$ cat config.mk
export PLATFORM = sky130hd
export DESIGN_NAME = ebb_ctrl_unit
export DESIGN_NICKNAME = d
export VERILOG_FILES = /design/src/rtl/ebb_pkg.sv /design/src/rtl/ebb_event_arb.sv /design/src/rtl/ebb_ret_unit.sv /design/src/rtl/ebb_state_regs.sv /design/src/rtl/ebb_ctrl_unit.sv
export SDC_FILE = /design/constraint.sdc
export NUM_CORES = 1
export LEC_CHECK = 0
export CORE_UTILIZATION = 30
export DETAILED_ROUTE_END_ITERATION = 6
export DONT_BUFFER_PORTS = 1
export PLACE_DENSITY = 0.45
export SYNTH_ARGS = -nofsm -noshare
export SYNTH_HDL_FRONTEND = slang
export SYNTH_SLANG_ARGS = --single-unit
$ cat constraint.sdc
create_clock -name clk -period 3 [get_ports clk]
set_input_delay 0.15 -clock clk [delete_from_list [all_inputs] [get_ports clk]]
set_output_delay 0.15 -clock clk [all_outputs]
set_load 0.02 [all_outputs]
$ cat src/rtl/ebb_pkg.sv
package ebb_pkg;

   // register select encoding on the access ports
   typedef enum logic [1:0] {
      SEL_STAT = 2'd0,
      SEL_RET  = 2'd1,
      SEL_HDL  = 2'd2,
      SEL_NONE = 2'd3
   } ebb_sel_e;

   // field positions, counted from the most significant bit as zero
   localparam int unsigned MB_GE      = 0;
   localparam int unsigned MB_EXT_EN  = 30;
   localparam int unsigned MB_PM_EN   = 31;
   localparam int unsigned MB_RSV_A   = 32;
   localparam int unsigned MB_RSV_B   = 33;
   localparam int unsigned MB_EXT_OCC = 62;
   localparam int unsigned MB_PM_OCC  = 63;

   // convert an MSB-zero position into a vector index
   function automatic int unsigned vec_idx(input int unsigned xlen, input int unsigned mb);
      return xlen - 1 - mb;
   endfunction

endpackage

$ cat src/rtl/ebb_event_arb.sv
module ebb_event_arb #(
   parameter int unsigned XLEN = 64
) (
   input  logic [XLEN-1:0] stat_q,
   input  logic            ext_req,
   input  logic            pm_req,
   input  logic            block,
   output logic            take_ext,
   output logic            take_pm
);
   import ebb_pkg::*;

   localparam int unsigned GE_I  = vec_idx(XLEN, MB_GE);
   localparam int unsigned EXT_I = vec_idx(XLEN, MB_EXT_EN);
   localparam int unsigned PM_I  = vec_idx(XLEN, MB_PM_EN);

   logic ext_ok, pm_ok;

   always_comb begin
      ext_ok   = stat_q[GE_I] && stat_q[EXT_I] && ext_req && !block;
      pm_ok    = stat_q[GE_I] && stat_q[PM_I]  && pm_req  && !block;
      take_ext = ext_ok;
      take_pm  = pm_ok && !ext_ok;
   end

endmodule

$ cat src/rtl/ebb_ret_unit.sv
module ebb_ret_unit #(
   parameter int unsigned XLEN     = 64,
   parameter int unsigned NARROW_W = 32
) (
   input  logic            ret_req,
   input  logic            mode64,
   input  logic [XLEN-1:0] stat_q,
   input  logic [XLEN-1:0] ret_q,
   output logic            ret_ok,
   output logic            ret_bad,
   output logic [XLEN-1:0] ret_target
);
   import ebb_pkg::*;

   localparam int unsigned RSV_A_I = vec_idx(XLEN, MB_RSV_A);
   localparam int unsigned RSV_B_I = vec_idx(XLEN, MB_RSV_B);

   logic rsv_set;

   always_comb begin
      rsv_set = stat_q[RSV_A_I] | stat_q[RSV_B_I];
      ret_ok  = ret_req && !rsv_set;
      ret_bad = ret_req && rsv_set;
   end

   generate
      if (NARROW_W < XLEN) begin : g_trunc
         always_comb begin
            if (mode64) ret_target = ret_q;
            else        ret_target = {{(XLEN-NARROW_W){1'b0}}, ret_q[NARROW_W-1:0]};
         end
      end else begin : g_full
         always_comb ret_target = ret_q;
      end
   endgenerate

endmodule

$ cat src/rtl/ebb_state_regs.sv
module ebb_state_regs #(
   parameter int unsigned XLEN      = 64,
   parameter int unsigned RET_ALIGN = 2
) (
   input  logic            clk,
   input  logic            rst_n,
   input  logic            wr_en,
   input  logic [1:0]      wr_sel,
   input  logic [XLEN-1:0] wr_data,
   input  logic [1:0]      rd_sel,
   output logic [XLEN-1:0] rd_data,
   input  logic            ret_req,
   input  logic            take_ext,
   input  logic            take_pm,
   input  logic            ret_ok,
   input  logic            ret_set_ge,
   input  logic [XLEN-1:0] next_pc,
   output logic [XLEN-1:0] stat_q,
   output logic [XLEN-1:0] ret_q,
   output logic [XLEN-1:0] hdl_q
);
   import ebb_pkg::*;

   localparam int unsigned GE_I   = vec_idx(XLEN, MB_GE);
   localparam int unsigned EOCC_I = vec_idx(XLEN, MB_EXT_OCC);
   localparam int unsigned POCC_I = vec_idx(XLEN, MB_PM_OCC);
   localparam logic [XLEN-1:0] ALIGN_MASK = {{(XLEN-RET_ALIGN){1'b1}}, {RET_ALIGN{1'b0}}};

   logic take, wr_ok;

   always_comb begin
      take  = take_ext | take_pm;
      wr_ok = wr_en && !ret_req && !take;
   end

   always_ff @(posedge clk) begin
      if (!rst_n) begin
         stat_q <= '0;
         ret_q  <= '0;
         hdl_q  <= '0;
      end else if (take) begin
         stat_q[GE_I] <= 1'b0;
         if (take_ext) stat_q[EOCC_I] <= 1'b1;
         if (take_pm)  stat_q[POCC_I] <= 1'b1;
         ret_q <= next_pc & ALIGN_MASK;
      end else if (ret_ok) begin
         stat_q[GE_I] <= ret_set_ge;
      end else if (wr_ok) begin
         case (ebb_sel_e'(wr_sel))
            SEL_STAT: stat_q <= wr_data;
            SEL_RET:  ret_q  <= wr_data & ALIGN_MASK;
            SEL_HDL:  hdl_q  <= wr_data;
            default:  ;
         endcase
      end
   end

   always_comb begin
      case (ebb_sel_e'(rd_sel))
         SEL_STAT: rd_data = stat_q;
         SEL_RET:  rd_data = ret_q;
         SEL_HDL:  rd_data = hdl_q;
         default:  rd_data = '0;
      endcase
   end

endmodule

$ cat src/rtl/ebb_ctrl_unit.sv
module ebb_ctrl_unit #(
   parameter int unsigned XLEN      = 64,
   parameter int unsigned NARROW_W  = 32,
   parameter int unsigned RET_ALIGN = 2
) (
   input  logic            clk,
   input  logic            rst_n,
   input  logic            reg_wr_en,
   input  logic [1:0]      reg_wr_sel,
   input  logic [XLEN-1:0] reg_wr_data,
   input  logic [1:0]      reg_rd_sel,
   output logic [XLEN-1:0] reg_rd_data,
   input  logic            evt_ext_req,
   input  logic            evt_pm_req,
   input  logic [XLEN-1:0] next_pc,
   input  logic            mode64,
   input  logic            ret_req,
   input  logic            ret_set_ge,
   output logic            redirect_valid,
   output logic [XLEN-1:0] redirect_pc,
   output logic            illegal_form
);
   import ebb_pkg::*;

   localparam int unsigned GE_I   = vec_idx(XLEN, MB_GE);
   localparam int unsigned EEN_I  = vec_idx(XLEN, MB_EXT_EN);
   localparam int unsigned PEN_I  = vec_idx(XLEN, MB_PM_EN);
   localparam int unsigned RA_I   = vec_idx(XLEN, MB_RSV_A);
   localparam int unsigned RB_I   = vec_idx(XLEN, MB_RSV_B);
   localparam int unsigned EOCC_I = vec_idx(XLEN, MB_EXT_OCC);
   localparam int unsigned POCC_I = vec_idx(XLEN, MB_PM_OCC);

   generate
      if (XLEN < 64) begin : g_bad_xlen
         $error("ebb_ctrl_unit: XLEN must be at least 64");
      end
      if (NARROW_W == 0 || NARROW_W > XLEN) begin : g_bad_narrow
         $error("ebb_ctrl_unit: NARROW_W out of range");
      end
      if (RET_ALIGN == 0 || RET_ALIGN >= XLEN) begin : g_bad_align
         $error("ebb_ctrl_unit: RET_ALIGN out of range");
      end
   endgenerate

   logic [XLEN-1:0] stat_q, ret_q, hdl_q, ret_target;
   logic            take_ext, take_pm, ret_ok, ret_bad;

   ebb_event_arb #(.XLEN(XLEN)) u_arb (
      .stat_q   (stat_q),
      .ext_req  (evt_ext_req),
      .pm_req   (evt_pm_req),
      .block    (ret_req),
      .take_ext (take_ext),
      .take_pm  (take_pm)
   );

   ebb_ret_unit #(.XLEN(XLEN), .NARROW_W(NARROW_W)) u_ret (
      .ret_req    (ret_req),
      .mode64     (mode64),
      .stat_q     (stat_q),
      .ret_q      (ret_q),
      .ret_ok     (ret_ok),
      .ret_bad    (ret_bad),
      .ret_target (ret_target)
   );

   ebb_state_regs #(.XLEN(XLEN), .RET_ALIGN(RET_ALIGN)) u_regs (
      .clk        (clk),
      .rst_n      (rst_n),
      .wr_en      (reg_wr_en),
      .wr_sel     (reg_wr_sel),
      .wr_data    (reg_wr_data),
      .rd_sel     (reg_rd_sel),
      .rd_data    (reg_rd_data),
      .ret_req    (ret_req),
      .take_ext   (take_ext),
      .take_pm    (take_pm),
      .ret_ok     (ret_ok),
      .ret_set_ge (ret_set_ge),
      .next_pc    (next_pc),
      .stat_q     (stat_q),
      .ret_q      (ret_q),
      .hdl_q      (hdl_q)
   );

   always_ff @(posedge clk) begin
      if (!rst_n) begin
         redirect_valid <= 1'b0;
         redirect_pc    <= '0;
         illegal_form   <= 1'b0;
      end else begin
         redirect_valid <= take_ext | take_pm | ret_ok;
         illegal_form   <= ret_bad;
         if (take_ext | take_pm) redirect_pc <= hdl_q;
         else if (ret_ok)        redirect_pc <= ret_target;
      end
   end

   // qualifying external event redirects to the handler and drops the enable
   assert_evt_redirect_R4: assert property (@(posedge clk) disable iff (!rst_n)
      (evt_ext_req && !ret_req && stat_q[GE_I] && stat_q[EEN_I])
      |=> (redirect_valid && redirect_pc == $past(hdl_q) && !stat_q[GE_I]));

   // with the enable low and no return, nothing redirects
   assert_gate_R3: assert property (@(posedge clk) disable iff (!rst_n)
      (!stat_q[GE_I] && !ret_req) |=> !redirect_valid);

   // both sources qualify: only the external occurred flag moves
   assert_ext_wins_R6: assert property (@(posedge clk) disable iff (!rst_n)
      (evt_ext_req && evt_pm_req && !ret_req && stat_q[GE_I] && stat_q[EEN_I]
       && stat_q[PEN_I] && !stat_q[POCC_I])
      |=> (stat_q[EOCC_I] && !stat_q[POCC_I]));

   // clean return: redirect and enable follows the operand
   assert_ret_ge_R7: assert property (@(posedge clk) disable iff (!rst_n)
      (ret_req && !stat_q[RA_I] && !stat_q[RB_I])
      |=> (redirect_valid && stat_q[GE_I] == $past(ret_set_ge)));

   // reserved bits set: trap, no redirect, enable untouched
   assert_illegal_R9: assert property (@(posedge clk) disable iff (!rst_n)
      (ret_req && (stat_q[RA_I] || stat_q[RB_I]))
      |=> (illegal_form && !redirect_valid && stat_q[GE_I] == $past(stat_q[GE_I])));

   generate
      if (NARROW_W < XLEN) begin : g_trunc_chk
         // narrow mode return leaves the upper target bits zero
         assert_narrow_R8: assert property (@(posedge clk) disable iff (!rst_n)
            (ret_req && !mode64 && !stat_q[RA_I] && !stat_q[RB_I])
            |=> (redirect_pc[XLEN-1:NARROW_W] == '0));
      end
   endgenerate

endmodule

* Yosys cells after proc, flatten, opt, wreduce, memory -nomap -nowiden
Cells that the tools add are included.
** Storage, ports and cells
- Register bits :: 256
- Bits of input ports :: 140
- Output and inout port bits :: 130
- Word-level logic and storage cells :: 67
** Operators by class
- Equality and inequality tests :: 7
- Multiplexer cells :: 15
- Bitwise operators :: 6
- Reduce and logical (&&, ||, !) cells :: 30
** Operators by type and width (number)
- $mux W64 :: 9
- $pmux W64 S3 :: 1
- $reduce_and A4 Y1 :: 4
- $reduce_bool A2 Y1 :: 6
- $logic_and A1 B1 Y1 :: 11
- $eq A2 B1 Y1 const B :: 2
- $eq A2 B2 Y1 const B :: 2
- $logic_not A1 Y1 :: 4
- $logic_not A2 Y1 :: 2
- $mux W2 :: 2
- $ne A2 B2 Y1 const B :: 2
- $mux W1 :: 3
- $not A1 Y1 :: 3
- $or A1 B1 Y1 :: 3
- $reduce_and A3 Y1 :: 1
- $ne A2 B1 Y1 const B :: 1
- $reduce_and A2 Y1 :: 1
- $reduce_or A2 Y1 :: 1

* Logic depth before layout (Yosys ltp)
- Depth in word-level cells :: 11
- Mapped depth :: 7
- Mapped depth without buffers :: 4

* By module
From an unflattened synthesis, not the netlist that was laid out.
** Unflattened totals
- Cells, all modules :: 1540
- Area, all modules :: 13503.0 um^2
** By module, submodules not included
- ebb_state_regs :: instances 1, cells an instance 1172, area an instance 9440.3 um^2, seq. area each 3803.6 um^2
- ebb_ctrl_unit :: instances 1, cells an instance 296, area an instance 3523.4 um^2, seq. area each 1321.3 um^2
- ebb_ret_unit :: instances 1, cells an instance 69, area an instance 510.5 um^2, seq. area each 0.0 um^2
- ebb_event_arb :: instances 1, cells an instance 3, area an instance 28.8 um^2, seq. area each 0.0 um^2

* Worst setup path before layout
OpenSTA, ideal clock, no wires.
- Kind :: input port to output port
- From :: input reg_rd_sel[0]
- To :: output reg_rd_data[10]
- Arrival time :: 1436 ps
- Data required time :: 2850 ps
- Path slack :: 1414 ps
- Cell stages on the path :: 4
- Path buffers :: 2
- Cell sequence :: buf_2 -> clkbuf_1 -> mux2i_1 -> o21ai_0
** On the way
- Word-level cells in the longest chain between the ends :: 2
- Elaborated cells on any way between the ends :: 4
- Classes of those cells :: eq/ne (2); mux (1); reduce/logical (1)
** RTL lines
- start, declared :: RTL line ebb_ctrl_unit.sv:11 : input logic [1:0] reg_rd_sel,
- $eq A2 B2 Y1, or another cell as far along :: RTL line ebb_state_regs.sv:59 : case (ebb_sel_e'(rd_sel))
- $pmux W64 S3 * :: RTL line ebb_state_regs.sv:59
- end, declared :: RTL line ebb_ctrl_unit.sv:12 : output logic [XLEN-1:0] reg_rd_data,
Every way passes the cells marked *; elsewhere a longest branch is shown, timed or not.

* Final worst setup path
- From :: register u_regs.stat_q[33]
- To :: register u_regs.stat_q[16]
** On the way
- Word-level cells in the longest chain between the ends :: 9
- Elaborated cells on any way between the ends :: 10
- Classes of those cells :: bitwise (2); reduce/logical (8)
** RTL lines
- start, declared :: RTL line ebb_state_regs.sv:18 : output logic [XLEN-1:0] stat_q,
- start signal, assigned by index :: RTL line ebb_state_regs.sv:47 : stat_q[GE_I] <= ret_set_ge;
- start signal, assigned :: RTL line ebb_state_regs.sv:50 : SEL_STAT: stat_q <= wr_data;
- $logic_and A1 B1 Y1 * (3 in a row) :: RTL line ebb_event_arb.sv:20 : ext_ok = stat_q[GE_I] && stat_q[EXT_I] && ext_req && !block;
- $logic_not A1 Y1 :: RTL line ebb_event_arb.sv:23 : take_pm = pm_ok && !ext_ok;
- $logic_and A1 B1 Y1 :: RTL line ebb_event_arb.sv:23
- $or A1 B1 Y1 * :: RTL line ebb_state_regs.sv:32 : take = take_ext | take_pm;
- $logic_not A1 Y1 :: RTL line ebb_state_regs.sv:33 : wr_ok = wr_en && !ret_req && !take;
- $logic_and A1 B1 Y1 :: RTL line ebb_state_regs.sv:33
- $reduce_and A4 Y1 (no source line) *
Marked as above.
A chain may end at the register's enable or synchronous reset.

==> metrics <==
sequential power share 0.432; Max Fclk 0.479 GHz; Sequential cell area 5120 um2; setup slack, reg-to-reg 910 ps; syn avg cell area 7.98 um2; Crit Reg-Reg Endpoint u_regs.stat_q[16]; share of layout cells above drive strength 1 0.0588; Post-synth EDFFs 0; met3 Usage GRT 0.0541; Critical Path Start Type flip-flop; ranking of synthesized cells by area dfxtp_1 (46%), nand2_1 (14%), mux2i_1 (11%), a21oi_1 (7.3%), a211oi_1 (4.2%); clock buffer depth 3; fraction of registers with async set or reset after synthesis 0; total track usage 0.208; worst vdd ir 0.401 mV; largest net degree at the start of global routing 116; antenna violations before repair 0; count of input and output buffers 0; Setup crit end kind flip-flop; synth unique cells 29; fin. max-slew vios 0; Slowest cell on crit path a21oi_4; clk slew on worst S/H paths 60 ps; outcome completed; drt total wl 39900 um; Initial Util 0.308; Detail Route Antenna Nets 0; Rel. slew slack 0.298; Critical Path Stages 5; Setup TNS 0 ps; NumNets Final 1596; Critical Path, Cell by Cell a22o_1 -> a21oi_4 -> buf_4 -> nand2_1 -> a21oi_1; Yosys warning count 0; Synth Flop Type dfxtp_1; Cell Int Power 6.24 mW; GR Layer Usage met2 0.345; Die W 194 um; Reg2Reg Launch Point u_regs.stat_q[33]; DRT Pass-1 Iters 5; global-route wire length before repair 61300 um; worst path required time 3490 ps; Synth top area share 0.463; synthesized cell area 11100 um2; core area 35900 um2; Critical Path AT 2580 ps; I/O pins 270; Setup violations, final 0; CTS H-tree lvls 1; leading cell types by count after synthesis nand2_1 (412), dfxtp_1 (256), a21oi_1 (161); GRT Residual Overflow 0; CTS root buf clkbuf_16; Tcrit/Tclk final 0.696; DRT iter0 DRCs 480; Syn Inst Count 1387; Wirelength per Cell 20.6 um; CTS Buf Count 31; Post-CTS Setup Bufs 0; DIE AREA 37700 um2; Yosys reg bits 256; row count 69; Vias/cell 5.20; unrepaired setup endpoints after global routing false; Syn Nets 1527; clock skew 6.54 ps; Power Total 8.15 mW; Yosys top cell by area dfxtp_1; worst-path fanout max 18; r2r worst-path depth 5; worst slew pin tran 1040 ps; crit-path max cell delay 610 ps; register area share after synthesis 0.463; hold crit path type in2reg; switching part of the total power 0.235; Diodes inserted 0; Hold Violations, Final 0; cts repair resizes 0; CP Class reg2reg; via count 10100; Psw 1.91 mW; clock power share 0.497; CTS Sinks 256; Max Cap Viol 0; Post-DP HPWL 22600 um; worst hold path depth 4; Synth-to-Final Area Change 25.5%; multi-input logic area 5490 um2; CTS tree built; Post-route DRC 0; Worst-Skew Late Latency 570 ps; minimum clock period 2090 ps; Top Usage Layer GRT met2; vias in the first global route 10000; PD cells 587 nW/um2; met1 Usage GRT 0.269; Comb pwr share 0.070; most common cell in the netlist nand2_1; end point of the critical path u_regs.stat_q[16]; leakage 4.61 nW; Layout fillers 3742; chip height 194 um; family with the most delay on the worst path compound AO/OA/AOI/OAI gates; routability cong. 0.735; crit path launch u_regs.stat_q[33]; critical path buffer and inverter count 1
flip-flops by register name, indices dropped and copies added (netlist names):
register        cells
redirect_pc        64
redirect_valid      1
u_regs.stat_q      64
u_regs.ret_q       62
u_regs.hdl_q       64
illegal_form        1
area by class of cell:
type / count / share of cell area
Clock inverter: 14 / 0.0166
Sequential cell: 256 / 0.369
Inverter: 3 / 0.00135
Timing Repair Buffer: 156 / 0.114
Multi-Input combinational cell: 1008 / 0.395
Tap cell: 461 / 0.0415
Clock buffer: 43 / 0.0627
through the flow:
step | worst slack, ps | instance area (um2) | utilization | cells | hold slack (ps)
5_1_grt | 780 | 13900 | 0.387 | 1941 | 94.4
4_1_cts | 908 | 13900 | 0.387 | 1941 | 52.7
3_5_place_dp | 866 | 11500 | 0.320 | 1752 | 276
6_report | 911 | 13900 | 0.387 | 1941 | 74.3
3_3_place_gp | 882 | 11500 | 0.320 | 1752 | 271
2_1_floorplan | 1410 | 11100 | - | 1387 | 264
worst min-delay path, stage by stage:
cell and delay (ps):
nor2b_1 20, buf_4 170, nand3_1 140, a311oi_1 100
cells in the final DEF (no fill, tap or decap), types with 2 or more instances in the layout:
cell type and instances:
bufinv_16 6, a21oi_1 160, o21ai_0 63, nand2_1 410
inv_1 2, a211oi_1 62, clkbuf_1 7, a31oi_1 32
a311oi_1 2, dfxtp_1 256, a21oi_4 2, nand3_1 35
dlygate4sd3_1 132, mux2i_1 127, buf_4 17, nor2_1 67
buf_12 7, clkinv_2 5, clkbuf_16 31, clkbuf_8 5
a22oi_1 31
worst min path at each step:
| stage | startpoint | endpoint | slack (ps) |
|---|---|---|---|
| detailed placement | ret_req | illegal_form | 280 |
| global route | ret_req | u_regs.stat_q[0] | 90 |
| floorplan | ret_req | illegal_form | 260 |
| global placement | ret_req | illegal_form | 270 |
| CTS | ret_req | u_regs.stat_q[0] | 50 |
| finish | ret_req | u_regs.stat_q[0] | 70 |
power groups by stage:
stage,registers (mW),logic (mW),clock network (mW)
after detailed placement,3.60,0.406,0
after floorplan,3.59,0.317,0
after CTS,3.52,0.579,4.16
after global routing,3.53,0.622,4.29
after global placement,3.60,0.403,0
final,3.53,0.574,4.05
what timing repair did:
| item | in CTS | in global routing |
|---|---|---|
| endpoints found under the hold margin | 191 | 0 |
| setup endpoints to repair | 0 | 0 |
| hold buffers | 132 | 0 |
layer usage:
layer / part of all wire / vias to the layer above
met5: 0 / -
met4: 0.016 / 0
met3: 0.071 / 40
met2: 0.46 / 276
met1: 0.45 / 4873
li1: - / 4907
cell families after synthesis:
| group | share of synthesized area |
|---|---|
| multiplexers | 0.115 |
| buffers and inverters | 0.0487 |
| flip-flops | 0.463 |
| AO/OA/AOI/OAI | 0.189 |
| AND/OR/NAND/NOR | 0.185 |
Note: power is estimated with default switching activity, not from simulation.
